$ cat src/rtl/sadc_pkg.sv
package sadc_pkg;
  typedef enum logic [1:0] {
    ST_IDLE  = 2'd0,
    ST_CONV  = 2'd1,
    ST_SHIFT = 2'd2
  } sadc_state_e;
endpackage

$ cat src/rtl/sadc_sclk_gen.sv
module sadc_sclk_gen #(
  parameter int HALF_DIV = 2
) (
  input  logic clk,
  input  logic rst,
  input  logic en,
  output logic sclk_o,
  output logic rise_tick,
  output logic fall_tick
);
  localparam int DW = (HALF_DIV > 1) ? $clog2(HALF_DIV) : 1;

  logic [DW-1:0] div_q;
  logic          wrap;

  assign wrap      = (div_q == DW'(HALF_DIV - 1));
  assign rise_tick = en && wrap && !sclk_o;
  assign fall_tick = en && wrap && sclk_o;

  always_ff @(posedge clk) begin
    if (rst || !en) begin
      div_q  <= '0;
      sclk_o <= 1'b0;
    end else if (wrap) begin
      div_q  <= '0;
      sclk_o <= ~sclk_o;
    end else begin
      div_q  <= div_q + 1'b1;
    end
  end
endmodule

$ cat src/rtl/sadc_eoc_timer.sv
module sadc_eoc_timer #(
  parameter int LIMIT = 750
) (
  input  logic clk,
  input  logic rst,
  input  logic run,
  output logic expired
);
  localparam int CW = $clog2(LIMIT + 1);

  logic [CW-1:0] cnt_q;

  assign expired = (cnt_q == CW'(LIMIT - 1));

  always_ff @(posedge clk) begin
    if (rst || !run) begin
      cnt_q <= '0;
    end else if (!expired) begin
      cnt_q <= cnt_q + 1'b1;
    end
  end
endmodule

$ cat src/rtl/sadc_shift_in.sv
module sadc_shift_in #(
  parameter int WIDTH = 12
) (
  input  logic             clk,
  input  logic             rst,
  input  logic             clear,
  input  logic             shift,
  input  logic             din,
  output logic [WIDTH-1:0] q
);
  always_ff @(posedge clk) begin
    if (rst || clear) begin
      q <= '0;
    end else if (shift) begin
      q <= {q[WIDTH-2:0], din};
    end
  end
endmodule

$ cat src/rtl/sadc_reader.sv
module sadc_reader #(
  parameter int DATA_W      = 10,
  parameter int SUB_W       = 2,
  parameter int LEAD_W      = 1,
  parameter int HALF_DIV    = 2,
  parameter int TIMEOUT_CYC = 750
) (
  input  logic              clk,
  input  logic              rst,
  input  logic              start_i,
  input  logic              miso_i,
  output logic              cs_n_o,
  output logic              sclk_o,
  output logic              busy_o,
  output logic              valid_o,
  output logic              err_o,
  output logic [DATA_W-1:0] data_o,
  output logic [SUB_W-1:0]  sub_o
);
  import sadc_pkg::*;

  localparam int FRAME = LEAD_W + DATA_W + SUB_W;
  localparam int PAY_W = DATA_W + SUB_W;
  localparam int RCW   = $clog2(FRAME + 1);

  sadc_state_e      state_q;
  logic [RCW-1:0]   rises_q;
  logic             rise_tick, fall_tick, expired;
  logic             accept, last_edge;
  logic [PAY_W-1:0] sr_q;

  assign accept    = (state_q == ST_IDLE) && start_i;
  assign last_edge = (state_q == ST_SHIFT) && fall_tick && (rises_q == RCW'(FRAME));

  sadc_sclk_gen #(.HALF_DIV(HALF_DIV)) u_clkgen (
    .clk       (clk),
    .rst       (rst),
    .en        (state_q == ST_SHIFT),
    .sclk_o    (sclk_o),
    .rise_tick (rise_tick),
    .fall_tick (fall_tick)
  );

  sadc_eoc_timer #(.LIMIT(TIMEOUT_CYC)) u_timer (
    .clk     (clk),
    .rst     (rst),
    .run     (state_q == ST_CONV),
    .expired (expired)
  );

  sadc_shift_in #(.WIDTH(PAY_W)) u_shift (
    .clk   (clk),
    .rst   (rst),
    .clear (accept),
    .shift (rise_tick && (state_q == ST_SHIFT)),
    .din   (miso_i),
    .q     (sr_q)
  );

  always_ff @(posedge clk) begin
    if (rst) begin
      state_q <= ST_IDLE;
      rises_q <= '0;
      cs_n_o  <= 1'b1;
      busy_o  <= 1'b0;
      valid_o <= 1'b0;
      err_o   <= 1'b0;
      data_o  <= '0;
      sub_o   <= '0;
    end else begin
      valid_o <= 1'b0;
      err_o   <= 1'b0;
      case (state_q)
        ST_IDLE: begin
          rises_q <= '0;
          if (accept) begin
            state_q <= ST_CONV;
            cs_n_o  <= 1'b0;
            busy_o  <= 1'b1;
          end
        end
        ST_CONV: begin
          if (miso_i) begin
            state_q <= ST_SHIFT;
          end else if (expired) begin
            state_q <= ST_IDLE;
            cs_n_o  <= 1'b1;
            busy_o  <= 1'b0;
            err_o   <= 1'b1;
          end
        end
        ST_SHIFT: begin
          if (rise_tick) rises_q <= rises_q + 1'b1;
          if (last_edge) begin
            state_q <= ST_IDLE;
            cs_n_o  <= 1'b1;
            busy_o  <= 1'b0;
            valid_o <= 1'b1;
            data_o  <= sr_q[PAY_W-1:SUB_W];
            sub_o   <= sr_q[SUB_W-1:0];
          end
        end
        default: state_q <= ST_IDLE;
      endcase
    end
  end
endmodule

$ cat config.mk
export PLATFORM = sky130hd
export DESIGN_NAME = sadc_reader
export DESIGN_NICKNAME = d
export VERILOG_FILES = /design/src/rtl/sadc_pkg.sv /design/src/rtl/sadc_sclk_gen.sv /design/src/rtl/sadc_eoc_timer.sv /design/src/rtl/sadc_shift_in.sv /design/src/rtl/sadc_reader.sv
export SDC_FILE = /design/constraint.sdc
export NUM_CORES = 1
export LEC_CHECK = 0
export BUFFER_PORTS_ARGS = -buffer_cell sky130_fd_sc_hd__buf_2
export CORE_MARGIN = 2
export CORE_UTILIZATION = 25
export CTS_BUF_LIST = sky130_fd_sc_hd__clkbuf_4 sky130_fd_sc_hd__clkbuf_8
export CTS_CLUSTER_DIAMETER = 60
export DETAILED_ROUTE_END_ITERATION = 7
export GPL_TIMING_DRIVEN = 1
export PLACE_DENSITY = 0.47
export SYNTH_ARGS = -nofsm -noshare
export SYNTH_HDL_FRONTEND = slang
export SYNTH_HIERARCHICAL = 1
export SYNTH_SLANG_ARGS = --single-unit
$ cat constraint.sdc
create_clock -name clk -period 4 [get_ports clk]
set_input_delay 0.2 -clock clk [delete_from_list [all_inputs] [get_ports clk]]
set_output_delay 0.2 -clock clk [all_outputs]
set_load 0.1 [all_outputs]
Yosys cells after proc, flatten, opt, wreduce, memory -nomap -nowiden
Index checks and enable logic that the tools add are counted.
{"block": "word_totals", "latch_bits": 0, "romBits": 0, "ram_bits": 0, "in_bits": 4, "n_memories": 0, "register_bits": 46}
{"block": "op_classes", "shifts": 0, "magnitude_cmp": 0, "n_mux": 19, "n_reduce_logical": 23, "n_div": 0, "bitwise_logic": 3, "addsub": 3, "multipliers": 0, "eq_ne": 10}
{"operator": "10-bit by 1-bit adder with 10-bit output, second input constant", "count": 1}
{"operator": "10-bit == test, second input constant", "count": 1}
{"operator": "1-bit 2-to-1 mux", "count": 10}
{"operator": "2-bit 2-to-1 mux", "count": 4}
{"operator": "2-bit != test, second input constant", "count": 4}
{"operator": "4-bit one-hot mux with 2 select lines", "count": 1}
{"operator": "1-bit logical AND", "count": 7}
{"operator": "1-bit one-hot mux with 3 select lines", "count": 2}
{"operator": "2-bit one-hot mux with 3 select lines", "count": 1}
{"operator": "5-bit AND reduction", "count": 1}
{"operator": "4-bit by 1-bit adder with 4-bit output, second input constant", "count": 1}
{"operator": "4-bit == test, second input constant", "count": 1}
{"operator": "4-bit 2-to-1 mux", "count": 1}
{"operator": "2-bit AND reduction", "count": 2}
{"operator": "2-bit OR reduction", "count": 2}
{"operator": "1-bit zero test", "count": 3}
{"operator": "1-bit logical OR", "count": 3}
{"operator": "3-bit != test, second input constant", "count": 1}
{"operator": "1-bit NOT", "count": 3}
{"operator": "3-bit AND reduction", "count": 1}
{"operator": "3-bit nonzero test", "count": 1}
{"operator": "3-bit OR reduction", "count": 1}
{"operator": "2-bit by 1-bit == test with 1-bit output, second input constant", "count": 1}
{"operator": "2-bit == test, second input constant", "count": 1}
{"operator": "other kinds (4)", "count": 4}

Depth between registers and ports, before layout
Gate-level depths: netlist (run 1).
{"block": "logic_depth", "depth_word": 7, "depth_mapped": 9, "depth_no_buf": 9}

Hierarchy
Netlist (run 1), hierarchy kept.
{"module": "sadc_reader", "cells_each": 99, "area_per_inst_um2": 983.4, "n_inst": 1}
{"module": "sadc_eoc_timer", "cells_each": 56, "area_per_inst_um2": 494.2, "n_inst": 1}
{"module": "sadc_shift_in", "cells_each": 39, "area_per_inst_um2": 427.9, "n_inst": 1}
{"module": "sadc_sclk_gen", "cells_each": 9, "area_per_inst_um2": 77.6, "n_inst": 1}

Worst setup path after synthesis (run 1)
OpenSTA, ideal clock, no wires.
{"block": "synth_path", "kind": "reg2reg", "start": "register u_clkgen.sclk_o", "end": "register data_o[0]", "slack_ns": 1.776, "stages_incl_launch_ff": 8, "setup_ns": 0.128, "required_ns": 3.872, "t_arrival_ns": 2.096, "n_path_buf": 2, "period_less_slack_ns": 2.224, "cell_sequence": "dfxtp_1 -> and3_2 -> nand4_1 -> or2_1 -> buf_6 -> buf_12 -> mux2i_1 -> nor2_1"}
{"block": "synth_between", "elab_chain_len": 4}
{"element": "from (decl)", "line": "sadc_sclk_gen.sv:7", "rtl": "output logic sclk_o,"}
{"element": "from (signal assigned)", "line": "sadc_sclk_gen.sv:26", "rtl": "sclk_o <= ~sclk_o;"}
{"element": "1-bit logical AND", "line": "sadc_sclk_gen.sv:18", "rtl": "assign fall_tick = en && wrap && sclk_o;"}
{"element": "named net fall_tick", "line": "sadc_reader.sv:28", "rtl": "logic rise_tick, fall_tick, expired;"}
{"element": "1-bit logical AND (2 in a row)", "line": "sadc_reader.sv:33", "rtl": "assign last_edge = (state_q == ST_SHIFT) && fall_tick && (rises_q == RCW'(FRAME));"}
{"element": "2-bit AND reduction (no source line)"}
{"element": "to (signal assigned)", "line": "sadc_reader.sv:99", "rtl": "data_o <= sr_q[PAY_W-1:SUB_W];"}
{"element": "to (decl)", "line": "sadc_reader.sv:17", "rtl": "output logic [DATA_W-1:0] data_o,"}
The timed path passes the listed nets, and every way through them passes these cells.
A chain may end at the register's enable or synchronous reset.

Final worst setup path (run 1)
{"block": "layout_path", "start": "register state_q[0]", "end": "register rises_q[3]"}
{"block": "layout_between", "elab_chain_len": 5, "elab_cells_between_ends": 8}
{"element": "from (decl)", "line": "sadc_reader.sv:26", "rtl": "sadc_state_e state_q;"}
{"element": "from (signal assigned)", "line": "sadc_reader.sv:62", "rtl": "state_q <= ST_IDLE;"}
{"element": "from (signal assigned)", "line": "sadc_reader.sv:77", "rtl": "state_q <= ST_CONV;"}
{"element": "from (signal assigned)", "line": "sadc_reader.sv:84", "rtl": "state_q <= ST_SHIFT;"}
{"element": "2-bit == test", "line": "sadc_reader.sv:38", "rtl": ".en (state_q == ST_SHIFT),"}
{"element": "1-bit logical AND (2 in a row)", "line": "sadc_sclk_gen.sv:17", "rtl": "assign rise_tick = en && wrap && !sclk_o;"}
{"element": "named net rise_tick", "line": "sadc_reader.sv:28"}
{"element": "2-bit != test (no source line)"}
{"element": "2-bit AND reduction (no source line)"}
{"element": "to (signal assigned)", "line": "sadc_reader.sv:93", "rtl": "if (rise_tick) rises_q <= rises_q + 1'b1;"}
{"element": "to (decl)", "line": "sadc_reader.sv:27", "rtl": "logic [RCW-1:0] rises_q;"}
The timed path passes the listed nets, and every way through them passes these cells.

==> qor.csv, run 1 <==
metric,value,unit
status,finished clean,
setup violators final,0,
Area Overhead vs Synth,13.1,%
Tmin final,2420,ps
"non-filler cells, final",326,
kind of critical path,flip-flop to flip-flop,
post-synthesis cell type count,38,
Die X,93.1,microns
largest family of logic cells by synthesized area,simple AND/OR/NAND/NOR gates,
final max-slew violation count,0,
Starting DRT DRC Count,48,
Via density,4.40,
sw power,274,uW
Post-Syn Area,1980,sq um
Max Fclk,414,MHz
combinational power share,0.145,
sequential fraction of the synthesis area,0.464,
CTS buffer count,5,
internal power,632,uW
ant diodes,0,
CTS root buffer,clkbuf_8,
layout cells sized above 1,0.147,
RSZ-0062 raised after global routing,no,
fin crit share,0.604,
Die Ht,93.1,microns
post-cts sizing count,0,
complex-gate fraction of the synthesized area,0.0795,
Net Sw Frac,0.302,
setup skew after layout,11.2,ps
Via Count,1435,
Routed Antenna Nets,0,
Synth Flop Type,dfxtp_1,
Simple-Gate Fraction of Synth Area,0.190,
Flop pwr share,0.529,
"Req. time, crit path",4240,ps
WHS,207,ps
DP Cell Count,318,
initial antenna violation count,0,
Min-Delay Path Class,input pin to flip-flop,
Hold Buf Count CTS,0,
leakage,0.921,nW
clock buffer depth,2,
Die Area,8660,sq um
latest clock arrival within the worst-skew pair,310,ps
"Async S/R FF share, synth",0,
WL per Instance,11.4,microns
Core Area,7690,sq um
leading area contributor after synthesis,dfxtp_1,
largest net degree at the start of global routing,27,
post-DP HPWL,2590,microns
drc violations,0,
final RePlAce weighted congestion,0.722,
syn_area_per_cell,9.77,sq um
Slew @ Worst Pin,795,ps
max_slew headroom,0.470,
DRT Pass-1 Iters,4,
first-pass GRT wire length,6510,microns
vias in the first global route,1379,
Total Power,906,uW
Total Neg Setup Slack,0,ps
Initial Util,0.258,
yosys warns,6,
nets,236,
clock sink count,46,
register bit total from synthesis,46,
post-synth top area share,0.464,
H-tree lvl count,2,
num rows,32,
total gr overflow,0,
postcts setup bufs,0,
CTS tree,built,
Area contributors post-synth,"dfxtp_1, mux2i_1, nor2_1, ha_1, a21oi_1",
max cap viols,0,
Worst EP arrival,2660,ps
final WL,3700,microns
pwr/cell area,404,nW/um^2
Post-Synth Adder-Cell Area,0.0568,
Peak VDD IR,0.000125,V
Crit. End Element,flip-flop,
startpoint types,flip-flop,
I/O Pins,21,
Syn Nets,216,
Post-synth EDFFs,0,
Post-Synth XOR/XNOR Area,0.00883,
buffers added on ports,20,
proportion of synthesized area in mux cells,0.152,
Total GRT Usage,0.0955,
Final Hold Viols,0,
Clock power frac,0.327,
Post-Synthesis Cells,203,
Max Fanout on Critical Path,15,
"Reg clk slew, reported paths",90,ps
logic make-up after synthesis:
family,after synthesis
AOI/OAI and AO/OA,26
xor gates and xnor gates,2
adders and majority gates,9
buffers and inverters,16
DFF,46
muxes,30
and+or+nand+nor,74
power groups by stage:
stage,Clock [mW],Combinational [mW],Sequential [mW]
2_1_floorplan,0,0.0660,0.530
3_5_place_dp,0,0.132,0.490
5_1_grt,0.336,0.144,0.481
4_1_cts,0.313,0.132,0.480
6_report,0.296,0.131,0.479
3_3_place_gp,0,0.131,0.490
registers in the layout (all words and copies together), names as in the netlist:
signal	cells
valid_o	1
rises_q	4
cs_n_o	1
sub_o	2
data_o	10
err_o	1
busy_o	1
state_q	2
u_clkgen/sclk_o	1
u_clkgen/div_q	1
u_shift/q	12
u_timer/cnt_q	10
critical path, stage by stage (launching register included):
cell and delay, ps:
dfxtp_1 350, inv_1 110, ha_1 380, nand2_1 100
nor2_1 190, and2_1 680, nand4_1 190, mux2_2 300
nor2_1 70
layout by cell type (no fill, tap or decap), drive strengths merged, types with 3 or more instances in the layout:
cell     n
a21oi    9
a31oi    3
nor2    32
nand3    6
and3     3
nand2b   6
ha       9
nand2    7
buf     20
dfxtp   46
clkbuf   5
inv     10
o21ai    6
a211oi   3
nand4    5
mux2i   29
routing by layer:
layer | share of wire | GRT usage | vias up
met2 | 0.47 | 0.155 | 15
met1 | 0.49 | 0.119 | 668
met5 | 0 | 0 | -
met3 | 0.030 | 0.0274 | 5
li1 | - | - | 747
met4 | 0.015 | 0.0404 | 0
path summary, 6_finish.rpt:
| kind | start | end | slack (ps) | cells after the start |
|---|---|---|---|---|
| worst min register to register | u_timer/cnt_q[9]$_SDFFE_PP0P_ | u_timer/cnt_q[9]$_SDFFE_PP0P_ | 480 | 2 |
| worst max register to register | state_q[0]$_SDFFE_PP0P_ | rises_q[3]$_SDFFE_PP0P_ | 1580 | 8 |
| worst max-delay path | state_q[0]$_SDFFE_PP0P_ | rises_q[3]$_SDFFE_PP0P_ | 1580 | 8 |
| worst min-delay path | miso_i | u_shift/q[0]$_SDFFE_PP0P_ | 210 | 3 |
cells in the mapped netlist, types with 2 or more instances:
cell	number
a211oi_1	3
a21oi_1	9
a31oi_1	3
and2_1	2
and3_1	2
buf_6	2
clkbuf_1	2
dfxtp_1	46
ha_1	9
inv_1	9
mux2i_1	29
nand2_1	6
nand2b_1	6
nand3_1	6
nand4_1	5
nor2_1	32
nor2b_1	2
nor3b_1	2
o21ai_0	6
or2_1	2
or3_1	2
xnor2_1	2
metrics by stage:
step / worst slack (ps) / util / area [sq um]
after detailed placement: 1600 / 0.279 / 2150
after global routing: 1320 / 0.292 / 2240
after floorplan: 1780 / - / 1980
after CTS: 1570 / 0.292 / 2240
after global placement: 1660 / 0.279 / 2150
final: 1580 / 0.292 / 2240
area by class of cell:
| class | instances | area, sq um |
|---|---|---|
| Fill cell | 853 | 5450 |
| Multi-Input combinational cell | 141 | 966 |
| Sequential cell | 46 | 921 |
| Tap cell | 102 | 128 |
| Timing Repair Buffer | 20 | 100 |
| Clock buffer | 5 | 68.8 |
| Inverter | 9 | 33.8 |
| Clock inverter | 3 | 25.0 |
Note: power is estimated with default switching activity, not from simulation.
==> run 2, diff against run 1 <==
--- a/config.mk
+++ b/config.mk
@@ -12,7 +12,7 @@
 export CTS_CLUSTER_DIAMETER = 60
 export DETAILED_ROUTE_END_ITERATION = 7
 export GPL_TIMING_DRIVEN = 1
-export PLACE_DENSITY = 0.47
+export PLACE_DENSITY = 0.48
 export SYNTH_ARGS = -nofsm -noshare
 export SYNTH_HDL_FRONTEND = slang
 export SYNTH_HIERARCHICAL = 1
==> constraint.sdc (replaced) <==
create_clock -name clk -period 2.02 [get_ports clk]
set_input_delay 0.101 -clock clk [delete_from_list [all_inputs] [get_ports clk]]
set_output_delay 0.101 -clock clk [all_outputs]
set_load 0.1 [all_outputs]
==> run 2 against run 1 <==
Setup slack worse by 1400 ps. Sequential cell count is the same. Critical path depth up 1. Non-clock buffer count up 6.
==> qor.csv, run 2 (synthesis results as in run 1) <==
metric,value,unit,change
initial antenna violation count,0,,unchanged
Peak VDD IR,0.000291,V,was 0.000125 V
first-pass GRT wire length,6650,microns,was 6510 microns
Total GRT Usage,0.0962,,was 0.0955
Via Count,1474,,was 1435
CTS buffer count,5,,unchanged
CTS tree,built,,unchanged
buffers added on ports,20,,unchanged
kind of critical path,flip-flop to flip-flop,,unchanged
fin crit share,0.907,,was 0.604
final WL,3760,microns,was 3700 microns
num rows,32,,unchanged
Min-Delay Path Class,input pin to flip-flop,,unchanged
largest net degree at the start of global routing,27,,unchanged
Routed Antenna Nets,0,,unchanged
Hold Buf Count CTS,0,,unchanged
clock sink count,46,,unchanged
Max Fanout on Critical Path,6,,was 15
final RePlAce weighted congestion,0.806,,was 0.722
final max-slew violation count,0,,unchanged
WL per Instance,11.3,microns,was 11.4 microns
total gr overflow,0,,unchanged
Worst EP arrival,2030,ps,was 2660 ps
"Req. time, crit path",2220,ps,was 4240 ps
register area,922,sq um,was 921 sq um
Crit. End Element,flip-flop,,unchanged
max cap viols,0,,unchanged
"commonest non-fill, non-tap cells in the layout","dfxtp_1, nor2_1, mux2i_1",,unchanged
Total Neg Setup Slack,0,ps,unchanged
Initial Util,0.258,,unchanged
dpl cell area,2210,sq um,was 2150 sq um
pwr/cell area,779,nW/um^2,was 404 nW/um^2
Post-Route Utilization,0.303,,was 0.292
max_slew headroom,0.674,,was 0.470
Starting DRT DRC Count,63,,was 48
max reg flops,12,,unchanged
Die Area,8660,sq um,unchanged
status,finished clean,,unchanged
drc violations,0,,unchanged
leakage,0.963,nW,was 0.921 nW
layout cells sized above 1,0.191,,was 0.147
vias in the first global route,1489,,was 1379
PnR worst setup slack,189,ps,was 1580 ps
post-DP HPWL,2650,microns,was 2590 microns
DP Cell Count,323,,was 318
Largest regs,"u_shift/q: 12 flops, data_o: 10 flops, u_timer/cnt_q: 10 flops",,unchanged
Die Ht,93.1,microns,unchanged
setup violators final,0,,unchanged
Area Overhead vs Synth,17.4,%,was 13.1%
clock buffer depth,2,,unchanged
startpoint types,flip-flop,,unchanged
DRT Pass-1 Iters,4,,unchanged
RSZ-0062 raised after global routing,no,,unchanged
latest clock arrival within the worst-skew pair,300,ps,was 310 ps
H-tree lvl count,2,,unchanged
Multi-input gate area,981,sq um,was 966 sq um
I/O Pins,21,,unchanged
CTS root buffer,clkbuf_8,,unchanged
Final Hold Viols,0,,unchanged
Via density,4.44,,was 4.40
nets,242,,was 236
Die X,93.1,microns,unchanged
Core Area,7690,sq um,unchanged
Fill cells,848,,was 853
Max Fclk,546,MHz,was 414 MHz
final instance area,2330,sq um,was 2240 sq um
"non-filler cells, final",332,,was 326
"most common cell after layout, fill and taps aside",dfxtp_1,,unchanged
Top reg by flops,u_shift/q,,unchanged
pre-CTS WS,86.5,ps,was 1600 ps
"Reg clk slew, reported paths",90,ps,about the same
setup skew after layout,13.6,ps,was 11.2 ps
Slew @ Worst Pin,490,ps,was 795 ps
ant diodes,0,,unchanged
Tmin final,1830,ps,was 2420 ps
run 2: cell count changes in the layout (fill, tap and decap cells not counted), moves of 2 or more:
cell     change
a21oi_1      -2
a21oi_2      +2
buf_12       +2
buf_4        +4
run 2: layer usage:
metal	routed length [microns]	vias up	part of all wire	GRT usage
met5	0	-	0	0
met4	38	0	0.010	0.0429
met3	112	2	0.030	0.0266
met2	1850	22	0.49	0.163
met1	1760	695	0.47	0.113
li1	-	755	-	-
run 2: final timing paths:
kind	startpoint	endpoint	slack (ps)	depth (start not counted)
worst max-delay path	u_timer/cnt_q[1]$_SDFFE_PP0P_	cs_n_o$_SDFFE_PP1P_	190	9
worst max register to register	u_timer/cnt_q[1]$_SDFFE_PP0P_	cs_n_o$_SDFFE_PP1P_	190	9
worst min-delay path	miso_i	u_shift/q[0]$_SDFFE_PP0P_	110	3
worst min register to register	u_clkgen/div_q$_SDFF_PP0_	u_clkgen/div_q$_SDFF_PP0_	480	1
run 2: area by class of cell:
type,instances,area share
clock buffers,5,0.0296
clock inverters,3,0.0107
flip-flops and latches,46,0.396
inverters,9,0.0145
multi-input cells,141,0.421
well taps,102,0.0548
repair buffers,26,0.0731
run 2: timing repair:
action                                  in CTS  in global routing
endpoints found under the setup margin       0                  4
buffers inserted                             0                  1
hold endpoints to repair                     0                  0
gates resized for setup                      0                  4
run 2: worst max-delay path, stage by stage, from the launching register on:
cell and delay, ps:
dfxtp_1 360, inv_1 70, ha_1 130, and4bb_2 260, nand4_1 130, inv_1 120
nand2b_1 90, a21oi_2 160, a21boi_0 100, a311o_1 310
run 2: power by group:
| group | switching [mW] | internal [mW] | leakage [nW] |
|---|---|---|---|
| combinational | 0.195 | 0.0894 | 0.547 |
| clock | 0.334 | 0.250 | 0.0447 |
| sequential | 0.0170 | 0.929 | 0.372 |
| total | 0.546 | 1.27 | 0.963 |
run 2: per-stage QoR:
stage	hold slack [ps]	power, mW
after global routing	130	1.91
final	111	1.81
after global placement	425	1.24
after CTS	103	1.84
after detailed placement	428	1.24
after floorplan	173	1.18
==> run 3, diff against run 2 <==
--- a/config.mk
+++ b/config.mk
@@ -5,6 +5,7 @@
 export SDC_FILE = /design/constraint.sdc
 export NUM_CORES = 1
 export LEC_CHECK = 0
+export ABC_AREA = 1
 export BUFFER_PORTS_ARGS = -buffer_cell sky130_fd_sc_hd__buf_2
 export CORE_MARGIN = 2
 export CORE_UTILIZATION = 25
@@ -13,6 +14,7 @@
 export DETAILED_ROUTE_END_ITERATION = 7
 export GPL_TIMING_DRIVEN = 1
 export PLACE_DENSITY = 0.48
+export SLEW_MARGIN = 40
 export SYNTH_ARGS = -nofsm -noshare
 export SYNTH_HDL_FRONTEND = slang
 export SYNTH_HIERARCHICAL = 1
==> run 3 against run 2 <==
Clock-buffer cell count increased by 2. Final area increased by 5.2%. Setup slack improved by 90 ps. Routed wire length increased by 15%. Core utilization decreased by 0.77 points. Synthesized area increased by 8.8%. Die area increased by 8.4%. Clock power increased by 7.0%.
==> qor.csv, run 3 <==
metric,value,unit,change
postcts setup bufs,0,,unchanged
Worst Hold Path EP,err_o$_SDFF_PP0_,,was u_shift/q[0]$_SDFFE_PP0P_
Die X,96.9,microns,was 93.1 microns
setup violators final,0,,unchanged
pwr/cell area,903,nW/um^2,was 779 nW/um^2
Hold Buf Count CTS,0,,unchanged
WL per Instance,9.93,microns,was 11.3 microns
Starting DRT DRC Count,48,,was 63
startpoint types,flip-flop,,unchanged
RSZ-0062 raised after global routing,no,,unchanged
Total GRT Usage,0.0966,,was 0.0962
total gr overflow,0,,unchanged
Die Area,9390,sq um,was 8660 sq um
Post-Route Utilization,0.295,,was 0.303
Min-Delay Path Class,input pin to flip-flop,,unchanged
latest clock arrival within the worst-skew pair,300,ps,about the same
status,finished clean,,unchanged
WHS Path Cells,2,,was 3
Net Sw Frac,0.356,,was 0.301
"commonest non-fill, non-tap cells in the layout","nor2_1, nand2_1, dfxtp_1",,"was dfxtp_1, nor2_1, mux2i_1"
final max-slew violation count,0,,unchanged
num rows,33,,was 32
Final Hold Viols,0,,unchanged
Area contributors post-synth,"dfxtp_1, nor2_1, nand2_1, inv_1, ha_1",,"was dfxtp_1, mux2i_1, nor2_1, ha_1, a21oi_1"
CTS tree,built,,unchanged
Via Count,1767,,was 1474
CTS buffer count,5,,unchanged
syn_area_per_cell,7.03,sq um,was 9.77 sq um
crit-path leading delay family,simple AND/OR/NAND/NOR gates,,was compound AO/OA/AOI/OAI gates
Routed Antenna Nets,0,,unchanged
CTS root buffer,clkbuf_8,,unchanged
FF-to-FF Start,state_q[0]$_SDFFE_PP0P_,,was u_timer/cnt_q[1]$_SDFFE_PP0P_
DRT Pass-1 Iters,4,,unchanged
worst flop-to-flop path endpoint,state_q[0]$_SDFFE_PP0P_,,was cs_n_o$_SDFFE_PP1P_
Synth Flop Type,dfxtp_1,,unchanged
leading area contributor after synthesis,dfxtp_1,,unchanged
nets,343,,was 242
Total Neg Setup Slack,0,ps,unchanged
Max Fclk,574,MHz,was 546 MHz
"Async S/R FF share, synth",0,,unchanged
Peak VDD IR,0.000304,V,was 0.000291 V
yosys warns,6,,unchanged
fin crit share,0.862,,was 0.907
"Req. time, crit path",2260,ps,was 2220 ps
max cap viols,0,,unchanged
Via density,4.05,,was 4.44
Crit. End Element,flip-flop,,unchanged
max_slew headroom,0.656,,was 0.674
"top cells by count, synth","nor2_1, nand2_1, dfxtp_1",,"was dfxtp_1, nor2_1, mux2i_1"
sequential fraction of the synthesis area,0.427,,was 0.464
initial antenna violation count,0,,unchanged
Tmin final,1740,ps,was 1830 ps
I/O Pins,21,,unchanged
max reg flops,12,,unchanged
internal power,1.42,mW,was 1.27 mW
post-synthesis cell type count,25,,was 38
largest net degree at the start of global routing,26,,was 27
Top reg by flops,u_shift/q,,unchanged
Max Fanout on Critical Path,7,,was 6
"most used cell, CP",nand2_1,,was inv_1
leakage,1.11,nW,was 0.963 nW
Area Overhead vs Synth,13.5,%,was 17.4%
post-DP HPWL,3050,microns,was 2650 microns
first-pass GRT wire length,7600,microns,was 6650 microns
kind of critical path,flip-flop to flip-flop,,unchanged
"Reg clk slew, reported paths",90,ps,about the same
Post-synth EDFFs,0,,unchanged
Clock power frac,0.283,,was 0.322
final RePlAce weighted congestion,0.742,,was 0.806
Syn Nets,320,,was 216
layout cells sized above 1,0.166,,was 0.191
most frequent cell after synthesis,nor2_1,,was dfxtp_1
Post-Synthesis Cells,307,,was 203
CP max stage delay,340,ps,was 360 ps
post-synth top area share,0.427,,was 0.464
flop-to-flop setup slack,280,ps,was 190 ps
Hold Startpoint,miso_i,,unchanged
"most common cell after layout, fill and taps aside",nor2_1,,was dfxtp_1
worst r2r path cells,10,,was 9
register bit total from synthesis,46,,unchanged
buffers added on ports,20,,unchanged
final WL,4330,microns,was 3760 microns
Die Ht,96.9,microns,was 93.1 microns
Post-Syn Area,2160,sq um,was 1980 sq um
setup skew after layout,5.93,ps,was 13.6 ps
drc violations,0,,unchanged
"Slowest-stage cell, CP",dfxtp_1,,unchanged
Worst EP arrival,1980,ps,was 2030 ps
Core Area,8300,sq um,was 7690 sq um
Slew @ Worst Pin,516,ps,was 490 ps
clock sink count,46,,unchanged
Flop pwr share,0.450,,was 0.522
Largest regs,"u_shift/q: 12 flops, data_o: 10 flops, u_timer/cnt_q: 10 flops",,unchanged
Total Power,2.21,mW,was 1.81 mW
ant diodes,0,,unchanged
vias in the first global route,1680,,was 1489
CP Cell Sequence,inv_1 -> ha_1 -> inv_1 -> nor2_1 -> nand2_1 -> o21ai_2 -> nand2_1 -> nand2_1 -> nand2_1 -> nor2_1,,was inv_1 -> ha_1 -> and4bb_2 -> nand4_1 -> inv_1 -> nand2b_1 -> a21oi_2 -> a21boi_0 -> a311o_1
combinational power share,0.268,,was 0.157
Initial Util,0.260,,was 0.258
clock buffer depth,2,,unchanged
sw power,788,uW,was 546 uW
H-tree lvl count,2,,unchanged
Buffers & Inverters on Critical Path,2,,unchanged
-- run 3: repair_timing --
action / CTS / global route
resized for setup: 0 / 2
setup endpoints to repair: 0 / 2
endpoints found under the hold margin: 0 / 0
-- run 3: through the flow --
| step | cell area (sq um) | hold slack [ps] | cells | setup WS [ps] |
|---|---|---|---|---|
| after global placement | 2350 | 381 | 428 | 269 |
| after floorplan | 2160 | 170 | 307 | 66.1 |
| final | 2450 | 42.0 | 436 | 279 |
| after detailed placement | 2350 | 368 | 428 | 255 |
| after global routing | 2450 | 39.2 | 436 | 81.7 |
| after CTS | 2450 | 31.5 | 436 | 226 |
-- run 3: cell families (layout without fill, tap and decap cells) --
family                   Yosys count  in the layout  synth area share
buffers and inverters             52             76             0.107
adder cells (fa/ha/maj)            9              9            0.0522
AO/OA/AOI/OAI                     30             30            0.0754
flip-flops                        46             46             0.427
AND/OR/NAND/NOR                  170            170             0.339
-- run 3: worst max path at each step --
stage                                             start                       to  slack [ps]  depth (start not counted)
after CTS                 u_timer/cnt_q[0]$_SDFFE_PP0P_      cs_n_o$_SDFFE_PP1P_         230                         12
after global placement    u_timer/cnt_q[0]$_SDFFE_PP0P_      cs_n_o$_SDFFE_PP1P_         270                         12
final                           state_q[0]$_SDFFE_PP0P_  state_q[0]$_SDFFE_PP0P_         280                         10
after detailed placement  u_timer/cnt_q[0]$_SDFFE_PP0P_      cs_n_o$_SDFFE_PP1P_         260                         12
after global routing            state_q[0]$_SDFFE_PP0P_  rises_q[0]$_SDFFE_PP0P_          80                          9
after floorplan            u_clkgen/sclk_o$_SDFFE_PP0P_   data_o[0]$_SDFFE_PP0P_          70                          8
-- run 3: power groups by stage --
stage | Combinational [mW] | Clock (mW) | Sequential [mW]
after floorplan | 0.385 | 0 | 1.11
after global placement | 0.590 | 0 | 1.01
after detailed placement | 0.589 | 0 | 1.02
after CTS | 0.592 | 0.662 | 0.994
after global routing | 0.688 | 0.692 | 1.00
final | 0.592 | 0.625 | 0.994
-- run 3: per-layer routing --
metal / share of wire / global-route usage / wire [microns]
met1: 0.49 / 0.122 / 2130
met2: 0.46 / 0.160 / 2000
met3: 0.030 / 0.0231 / 131
met4: 0.015 / 0.0347 / 66
met5: 0 / 0 / 0
-- run 3: cell type report --
type / instances / area (sq um)
sequential: 46 / 922
multi-input combinational: 209 / 1010
tap: 105 / 131
timing repair buffer: 22 / 115
inverter: 46 / 173
clock inverter: 1 / 8.76
fill: 930 / 5850
clock buffer: 7 / 90.1
